**src/rtl/pci_burst_target.sv**
```systemverilog
module pci_burst_target #(
  parameter int unsigned    DW          = 32,
  parameter logic [DW-1:0]  BASE_ADDR   = 'h1000,
  parameter int unsigned    WIN_BYTES   = 64,
  parameter int unsigned    WAIT_STATES = 2
) (
  input  logic          clk,
  input  logic          rst_n,
  input  logic          bus_frame,
  input  logic          bus_irdy,
  input  logic [DW-1:0] ad_i,
  input  logic [3:0]    cmd_i,
  output logic [DW-1:0] ad_o,
  output logic          ad_oe,
  output logic          tgt_rdy,
  output logic          tgt_claim
);
  localparam int unsigned BPW   = DW / 8;
  localparam int unsigned DEPTH = WIN_BYTES / BPW;
  localparam int unsigned IW    = (DEPTH > 1) ? $clog2(DEPTH) : 1;
  localparam int unsigned BW    = $clog2(BPW);
  localparam int unsigned WCW   = $clog2(WAIT_STATES + 2);
  localparam logic [DW-1:0] LIMIT = BASE_ADDR + DW'(WIN_BYTES);
  localparam logic [3:0] CMD_RD = 4'b0110;
  localparam logic [3:0] CMD_WR = 4'b0111;

  typedef enum logic [1:0] {S_IDLE, S_TURN, S_DATA, S_SKIP} st_t;

  st_t            state;
  logic           is_wr;
  logic [IW-1:0]  idx;
  logic [WCW-1:0] wcnt;
  logic [DW-1:0]  mem [DEPTH];

  wire in_win = (ad_i >= BASE_ADDR) && (ad_i < LIMIT);
  wire cmd_ok = (cmd_i == CMD_RD) || (cmd_i == CMD_WR);
  wire xfer   = tgt_rdy && bus_irdy;
  wire [IW-1:0] start_idx = IW'((ad_i - BASE_ADDR) >> BW);

  assign tgt_claim = (state == S_TURN) || (state == S_DATA);
  assign tgt_rdy   = (state == S_DATA) && (wcnt == '0);
  assign ad_oe     = (state == S_DATA) && !is_wr;
  assign ad_o      = ad_oe ? mem[idx] : '0;

  always_ff @(posedge clk) begin
    if (!rst_n) begin
      state <= S_IDLE;
      is_wr <= 1'b0;
      idx   <= '0;
      wcnt  <= '0;
    end else begin
      case (state)
        S_IDLE: if (bus_frame) begin
          if (in_win && cmd_ok) begin
            is_wr <= cmd_i[0];
            idx   <= start_idx;
            wcnt  <= WCW'(WAIT_STATES);
            state <= cmd_i[0] ? S_DATA : S_TURN;
          end else begin
            state <= S_SKIP;
          end
        end
        S_TURN: state <= S_DATA;
        S_DATA: begin
          if (wcnt != '0) wcnt <= wcnt - 1'b1;
          if (xfer) begin
            idx <= idx + 1'b1;
            if (!bus_frame) state <= S_IDLE;
          end
        end
        S_SKIP: if (!bus_frame && !bus_irdy) state <= S_IDLE;
        default: state <= S_IDLE;
      endcase
    end
  end

  always_ff @(posedge clk) begin
    if (xfer && is_wr) mem[idx] <= ad_i;
  end
endmodule


```
**config.mk**
```make
export PLATFORM = sky130hd
export DESIGN_NAME = pci_burst_target
export DESIGN_NICKNAME = d
export VERILOG_FILES = /design/src/rtl/pci_burst_target.sv
export SDC_FILE = /design/constraint.sdc
export NUM_CORES = 1
export LEC_CHECK = 0
export BUFFER_PORTS_ARGS = -buffer_cell sky130_fd_sc_hd__buf_4
export CORE_ASPECT_RATIO = 1.25
export CORE_UTILIZATION = 64
export CTS_BUF_LIST = sky130_fd_sc_hd__clkbuf_8
export DETAILED_ROUTE_END_ITERATION = 10
export PLACE_DENSITY = 0.81
export SLEW_MARGIN = 20
export SYNTH_ARGS = -nofsm -noshare
export SYNTH_HDL_FRONTEND = slang
export SYNTH_SLANG_ARGS = --single-unit
```
**constraint.sdc**
```tcl
create_clock -name clk -period 4.15 [get_ports clk]
set_clock_uncertainty 0.05 [all_clocks]
set_input_delay 0 -clock clk [delete_from_list [all_inputs] [get_ports clk]]
set_output_delay 0 -clock clk [all_outputs]
set_load 0.1 [all_outputs]
```
Yosys cells after proc, flatten, opt, wreduce, memory -nomap -nowiden
Memories as Yosys holds them, arrays and structs flattened. A register that Yosys moved wholly into a read port is not among the register bits.
Index checks and enable logic that the tools add are counted.
{ "word_totals": {"reg_bits": 9, "ram_bits": 512, "input_bits": 40, "out_inout_bits": 35, "elab_cells": 61, "n_memories": 1} }
{ "op_classes": {"addsub": 3, "n_lt_le_gt_ge": 2, "eq_ne": 11, "muxes": 20, "n_reduce_logical": 20} }
{ "memory_table": {"columns": ["name", "depth", "word_bits", "rd", "rd_clocked_by_memory_dff", "wr", "line_no", "source"], "rows": [
  ["mem", 16, 32, 1, 1, 1, "33", "logic [DW-1:0] mem [DEPTH];"]
]} }
{ "ops": {"columns": ["operator", "count"], "rows": [
  ["32-bit by 13-bit >= comparator with 1-bit output (second input constant)", 1],
  ["32-bit by 13-bit < comparator with 1-bit output (second input constant)", 1],
  ["32-bit two-way mux", 1],
  ["4-bit two-way mux", 5],
  ["2-bit two-way mux", 9],
  ["4-bit AND reduction", 3],
  ["2-bit inequality test (second input constant)", 5],
  ["4-bit by 3-bit == test with 1-bit output (second input constant)", 2],
  ["2-bit case mux with 4 select lines", 1],
  ["4-bit case mux with 2 select lines", 1],
  ["1-bit logical AND", 7],
  ["6-bit by 1-bit subtractor with 6-bit output (second input constant)", 1],
  ["4-bit by 1-bit adder with 4-bit output (second input constant)", 1],
  ["2-bit == test (second input constant)", 2],
  ["2-bit zero test", 2],
  ["2-bit case mux with 2 select lines", 1],
  ["2-bit nonzero test", 2],
  ["1-bit zero test", 3],
  ["3-bit AND reduction", 1],
  ["2-bit by 1-bit == test with 1-bit output (second input constant)", 1],
  ["1-bit logical OR", 2],
  ["1-bit two-way mux", 2],
  ["2-bit by 1-bit inequality test with 1-bit output (second input constant)", 1],
  ["2-bit by 1-bit subtractor with 2-bit output (second input constant)", 1]
]} }

Logic depth before layout (Yosys ltp)
Gate-level depths: netlist of the first run.
{ "depth": {"word_depth": 8, "mapped_depth": 8, "mapped_depth_nobuf": 7} }

Worst setup path before layout of the first run
Ideal clock, no wire load.
{ "synth_path": {"kind": "register to register", "start": "register state[0]", "end": "memory mem[0][0] (enable)", "setup_time_ps": 461, "arrival_time_ps": 4033, "path_slack_ps": -394, "stages_incl_launch_ff": 7, "period_less_slack_ps": 4544, "cell_sequence": "dfxtp_1 inv_1 ha_1 and2_1 and3_1 nand2_1 nor3_1"} }
{ "synth_via": {"elab_chain_len": 6} }
{ "synth_rtl": {"columns": ["item", "line_no", "source"], "rows": [
  ["start: declaration", "29", "st_t state;"],
  ["start signal: assignment", "58", "state <= cmd_i[0] ? S_DATA : S_TURN;"],
  ["2-bit == test", "41", "assign tgt_rdy = (state == S_DATA) && (wcnt == '0);"],
  ["1-bit logical AND", "41", null],
  ["net tgt_rdy", "15", "output logic tgt_rdy,"],
  ["1-bit logical AND", "37", "wire xfer = tgt_rdy && bus_irdy;"],
  ["1-bit logical AND", "78", "if (xfer && is_wr) mem[idx] <= ad_i;"],
  ["1-bit two-way mux", "78", null],
  ["1-bit two-way mux (not written as such)", "78", null],
  ["end: declaration", "33", null]
]} }
The timed path passes the listed nets, and every way through them passes these cells.

==> out/qor.yml, run 1 <==
synthesis:
  synth_xor_area_frac: 0
  synth_edf_count: 512
  synth_warnings: 0
  synthTopCellsByArea: "edfxtp_1, mux4_2, dfxtp_1"
  synth-seq-cells: 525
  yosys.area_share.simple: 0.0261
  synth_top_area_frac: 0.757
  ys_seq_area_frac: 0.770
  synth_cell_types: 41
  synth.cell_area_um2: 20300
  synth_mux_area_frac: 0.181
  synth_compound_area_frac: 0.00733
  ys_dominant_reg_cell: "edfxtp_1"
  synth_cells: 869
  synth_area_leader_cell: "edfxtp_1"
  async_flop_share: 0
  synthAdderAreaFrac: 0.00555
  synth_area_per_cell_um2: 23.4
  synth_nets: 918
  ys_top_cells_by_count: "edfxtp_1, mux4_2, and2_1, clkbuf_1, nor2_1"
  synth.most_common_cell: "edfxtp_1"
  synth_top_family_by_area: "multiplexers"
timing:
  report.final.slew_viol_count: 0
  max_freq_ghz: 0.298
  finalCriticalPeriod_ns: 3.36
  rsz0062_at_grt: "no"
  relSlewSlack: 0.214
  hold_violations: 0
  period_share: 0.810
  tightest_slew_ns: 1.18
  setup_viol: 0
  tns_ns: 0
grt:
  first_global_vias: 10000
  antenna_found_initial: 2
  gr-total-overflow: 0
  grt_util_all_layers: 0.282
  grt_pass1_wl_um: 64000
  grt_max_degree: 55
drt:
  vias: 9758
  routed_wl_um: 43400
  drc: 0
  wl_met1_um: 16800
  top_layer_used: "met5"
  met2WireLength_um: 20900
  final_antenna_net_count: 0
  wl_per_cell_um: 29.0
  via_per_inst: 6.51
  wl_met3_um: 4740
  drt-initial-drc-count: 1032
  drt-pass1-iter-count: 5
critical_path:
  cp-start-kind: "register"
  crit_fanout: 28
  worst-endpoint-arrival_ns: 3.31
  worstSetupPathType: "reg2out"
  crit_slowest_cell: "dfxtp_4"
  crit_buf_inv: 2
  end_kind: "output port"
  critPathMaxStageDelay_ns: 0.75
  critical_path_required_ns: 4.10
  crit_family: "multiplexers"
  crit_path_cell_trace: "buf_4 > mux4_2 > mux4_2 > and2_1 > buf_4"
finish:
  filler_cell_count: 1603
  synthToLayoutAreaGrowth_pct: 14.9
  multi_input_area_um2: 4590
  finalNetCount: 1084
  final_layout_size_suffix_gt1_frac: 0.346
  ff_latch_area_um2: 15600
  final_cells: 1499
  antennaDiodeCount: 0
status:
  status: "finished, final reports clean"
floorplan:
  ios: 75
  fp.dieH_um: 201
  die_w_um: 161
  rows: 72
  initial_core_util: 0.653
  core-area_um2: 31100
  dieArea_um2: 32500
cts:
  clock_path_buffers: 3
  clk_pin_slew_ns: 0.07
  h-tree-depth: 3
  clock_latency_ns: 0.60
  cts_root_buf: "clkbuf_8"
  numClockSinks: 525
  cts_tree: "yes"
  cts_buffers: 75
place:
  place_inst: 1325
  gp_congestion: 0.767
  io_buffers: 74
  dp_hpwl_um: 26200
power:
  p_leak_nw: 7.30
  power.density_nw_per_um2: 515
  ir_drop_v: 0.000455
worst_hold_path:
  min_path_type: "in2reg"
job:
  maxCapViolations: 0
[where the power goes]
group          leakage, nW  switching, mW  internal [mW]
registers             4.71          0.112           5.83
logic                 1.81           1.45          0.739
clock network        0.791           1.87           2.02
[metrics by stage]
stage               power [mW]  utilization  setup WS [ns]  hold slack, ns  area (um^2)
finish                    12.0        0.751          0.789           0.239        23300
global route              12.4        0.751          0.600           0.224        23300
CTS                       12.1        0.751          0.700           0.194        23300
detailed placement        8.21        0.692           1.00           0.247        21500
global placement          8.17        0.692           1.17           0.228        21500
floorplan                 7.63            -          0.463          0.0489        20300
[cells by family (layout without fill, tap and decap cells)]
kind of cell / count (synthesis) / count (layout)
AO/OA/AOI/OAI: 20 / 20
adder cells (fa/ha/maj): 9 / 9
buffers and inverters: 52 / 275
flip-flops: 525 / 525
multiplexers: 166 / 166
AND/OR/NAND/NOR: 97 / 97
[final cells by class]
class,instances,area share
clock inverter,55,0.0144
timing repair buffer,132,0.0484
multi-input combinational,292,0.197
clock buffer,79,0.0466
sequential,525,0.671
inverter,9,0.00145
tap,407,0.0218
[flip-flops by register name (all words and copies together) (netlist names), named ones only]
signal / flops
is_wr: 1
state: 2
mem: 512
idx: 4
wcnt: 2
[cells in the final DEF (no fill, tap or decap), types with 5 or more instances in the layout]
cell,netlist,final
and2_1,33,33
mux4_2,160,160
dlygate4sd3_1,0,40
clkinv_1,0,20
dfxtp_1,13,9
ha_1,9,9
nor2_1,18,6
buf_4,1,89
clkbuf_8,0,79
inv_1,9,24
nor2_4,0,12
nor4_1,5,5
clkinv_2,0,14
edfxtp_1,512,512
nand2_1,17,17
[final timing paths]
kind         startpoint     endpoint  slack (ns)  cells after the start
max reg2reg    state[0]   mem[2][23]        0.95                      7
max            register      ad_o[0]        0.79                      5
min reg2reg     wcnt[0]      wcnt[0]        0.43                      2
min            ad_i[28]  mem[14][28]        0.24                      2
[routing by layer]
metal | track usage | up-vias
met5 | 0 | -
met4 | 0.0839 | 4
met3 | 0.0779 | 76
met2 | 0.425 | 551
met1 | 0.413 | 5096
li1 | - | 4031
[timing repair]
| action | 4_1_cts | 5_1_grt |
|---|---|---|
| gates resized for setup | 0 | 0 |
| hold endpoints to repair | 525 | 0 |
| hold buffers | 40 | 0 |
| buffers inserted | 0 | 0 |
Note: power is estimated with default switching activity, not from simulation.
==> inputs of run 2 (changes only) <==
==> constraint.sdc (replaced) <==
create_clock -name clk -period 3.38 [get_ports clk]
set_clock_uncertainty 0.05 [all_clocks]
set_input_delay 0 -clock clk [delete_from_list [all_inputs] [get_ports clk]]
set_output_delay 0 -clock clk [all_outputs]
set_load 0.1 [all_outputs]
==> run 2 against run 1 <==
Effect of this change: clock-buffer cell count is 2 higher; first-iteration DRC count grew 22%; non-clock buffer count increased by 8; critical path type unchanged; routed wire length rose by 2.9%; largest cell class unchanged.
==> out/qor.yml, run 2 (synthesis gave the netlist of run 1 again) <==
critical_path:
  cp-start-kind: "register"
  r2r_setup_slack_ns: 0.58  # -0.37 ns
  cp_common_cell: "mux4_2"
  worst-endpoint-arrival_ns: 3.16  # -0.15 ns
  critical_path_required_ns: 3.33  # -0.77 ns
  crit_slowest_cell: "mux4_2"
  reg2reg_to: "mem[6][29]"
  crit_fanout: 36  # +29%
  critPathMaxStageDelay_ns: 0.60  # -0.15 ns
  end_kind: "output port"
  ff2ff_path_depth: 7  # unchanged
  crit_path_cell_trace: "buf_12 > mux4_2 > mux4_2 > and2_1 > buf_4"
  worstSetupPathType: "reg2out"
  r2r_start: "state[0]"
  endpoint: "ad_o[23]"
finish:
  filler_cell_count: 1604  # +0.062%
  final_layout_size_suffix_gt1_frac: 0.353  # +0.00679
  synthToLayoutAreaGrowth_pct: 15.9
  largest-register: "mem"
  multi_input_area_um2: 4590  # unchanged
  finalNetCount: 1094  # +0.92%
  largest_reg_flops: 512  # unchanged
  final_common_cell: "edfxtp_1"
  ff_latch_area_um2: 15600  # about the same
  final_cells: 1512  # +0.87%
  antennaDiodeCount: 0  # unchanged
  fin_util: 0.757  # +0.00660
  reg_top3: "mem: 512 flops, idx: 4 flops"
  layout_common_cells: "edfxtp_1, mux4_2, buf_4"
drt:
  final_antenna_net_count: 0  # unchanged
  routed_wl_um: 44700  # +2.9%
  drt-initial-drc-count: 1255  # +22%
  vias: 9934  # +1.8%
  drc: 0  # unchanged
  via_per_inst: 6.57  # +0.93%
  drt-pass1-iter-count: 5  # unchanged
  wl_per_cell_um: 29.5  # +2.0%
floorplan:
  fp.dieH_um: 201  # unchanged
  ios: 75  # unchanged
  initial_core_util: 0.653  # unchanged
  rows: 72  # unchanged
  core-area_um2: 31100  # unchanged
  die_w_um: 161  # unchanged
  dieArea_um2: 32500  # unchanged
place:
  io_buffers: 74  # unchanged
  dp_hpwl_um: 26100  # -0.40%
  place_inst: 1334  # +0.68%
  gp_congestion: 0.761  # -0.83%
timing:
  holdWs_ns: 0.186  # -0.0530 ns
  report.final.slew_viol_count: 0  # unchanged
  rsz0062_at_grt: "no"
  finalCriticalPeriod_ns: 3.21
  hold_violations: 0  # unchanged
  period_share: 0.951
  relSlewSlack: 0.307  # +0.0930
  setup_viol: 0  # unchanged
  tightest_slew_ns: 1.04  # -0.139 ns
  max_freq_ghz: 0.311
status:
  status: "finished, final reports clean"
grt:
  first_global_vias: 10200  # +1.3%
  antenna_found_initial: 0  # -2
  grt_util_all_layers: 0.291  # +0.00886
  gr-total-overflow: 0  # unchanged
  grt_pass1_wl_um: 66000  # +3.2%
  grt_max_degree: 71  # +29%
cts:
  cts_root_buf: "clkbuf_8"
  clk_pin_slew_ns: 0.06  # about the same
  clock_path_buffers: 3  # unchanged
  numClockSinks: 525  # unchanged
  h-tree-depth: 3  # unchanged
  cts_buffers: 77  # +2.7%
  clock_latency_ns: 0.63  # +0.03 ns
  cts_tree: "yes"
power:
  sequentialPowerShare: 0.488  # -0.007
  p_switching_mw: 4.26  # +24%
  ir_drop_v: 0.000647  # +42%
  power_mw: 14.9  # +24%
  power.density_nw_per_um2: 632  # +23%
  comb_power_share: 0.184  # +0.002
  p_leak_nw: 7.41  # +1.5%
  intPower_mw: 10.6  # +24%
  clkPwrFrac: 0.328  # +0.005
  p_sw_frac: 0.286  # +0.000990
worst_hold_path:
  min_path_type: "in2reg"
job:
  maxCapViolations: 0  # unchanged
==> run 2: cell count changes in the layout (fill, tap and decap cells not counted) <==
cell           previous run  this run
clkbuf_8                 79        81
buf_12                    3        11
inv_8                     0         1
clkinv_1                 20        16
dfxtp_4                   3         2
dlygate4sd3_1            40        39
dfxtp_2                   1         2
buf_6                     0         1
inv_1                    24        30
==> run 2: worst min path at each step <==
stage                     cells after the start  slack [ns]          to      from
after floorplan                               0        0.05   mem[0][0]   ad_i[0]
after CTS                                     6        0.15     wcnt[0]  cmd_i[3]
after global routing                          2        0.20  mem[6][31]  ad_i[31]
after global placement                        3        0.23       is_wr  cmd_i[0]
after detailed placement                      3        0.26       is_wr  cmd_i[0]
final                                         2        0.19   mem[9][2]   ad_i[2]
==> run 2: layout make-up <==
| class | instances | share of cell area |
|---|---|---|
| Sequential cell | 525 | 0.665 |
| Multi-Input combinational cell | 292 | 0.195 |
| Timing Repair Buffer | 140 | 0.0548 |
| Clock buffer | 81 | 0.0474 |
| Tap cell | 407 | 0.0216 |
| Clock inverter | 58 | 0.0151 |
| Inverter | 9 | 0.00144 |
==> run 2: power groups by stage <==
stage                     combinational (mW)  sequential [mW]  clock (mW)
final                                   2.74             7.26        4.88
after global routing                    2.85             7.27        5.21
after CTS                               2.74             7.26        4.91
after detailed placement                2.69             7.40           0
after global placement                  2.66             7.40           0
after floorplan                         2.05             7.32           0
==> run 2: worst max-delay path: cells and delay by family (launching register included) <==
family	cells	cell delay (ns)
mux	2	1.14
buf+inv	2	0.58
flops	1	0.59
simple gates	1	0.20
==> run 2: metrics by stage <==
step | setup WS (ns) | area (um^2) | TNS [ns]
after global placement | 0.735 | 21700 | 0
after global routing | 0.0366 | 23500 | 0
final | 0.167 | 23500 | 0
after floorplan | -0.307 | 20300 | -129.79
after CTS | 0.0913 | 23500 | 0
after detailed placement | 0.642 | 21700 | 0
==> run 2: what timing repair did <==
item | CTS | global route
setup endpoints to repair | 0 | 1
hold buffers | 39 | 0
hold endpoints to repair | 525 | 0
setup buffers | 0 | 0
gates resized for setup | 0 | 1
==> run 2: layer usage <==
metal,track usage,vias to the layer above,share of wire
met5,0,-,0
met4,0.0957,0,0.024
met3,0.0656,79,0.11
met2,0.436,635,0.48
met1,0.435,5164,0.39
li1,-,4056,-
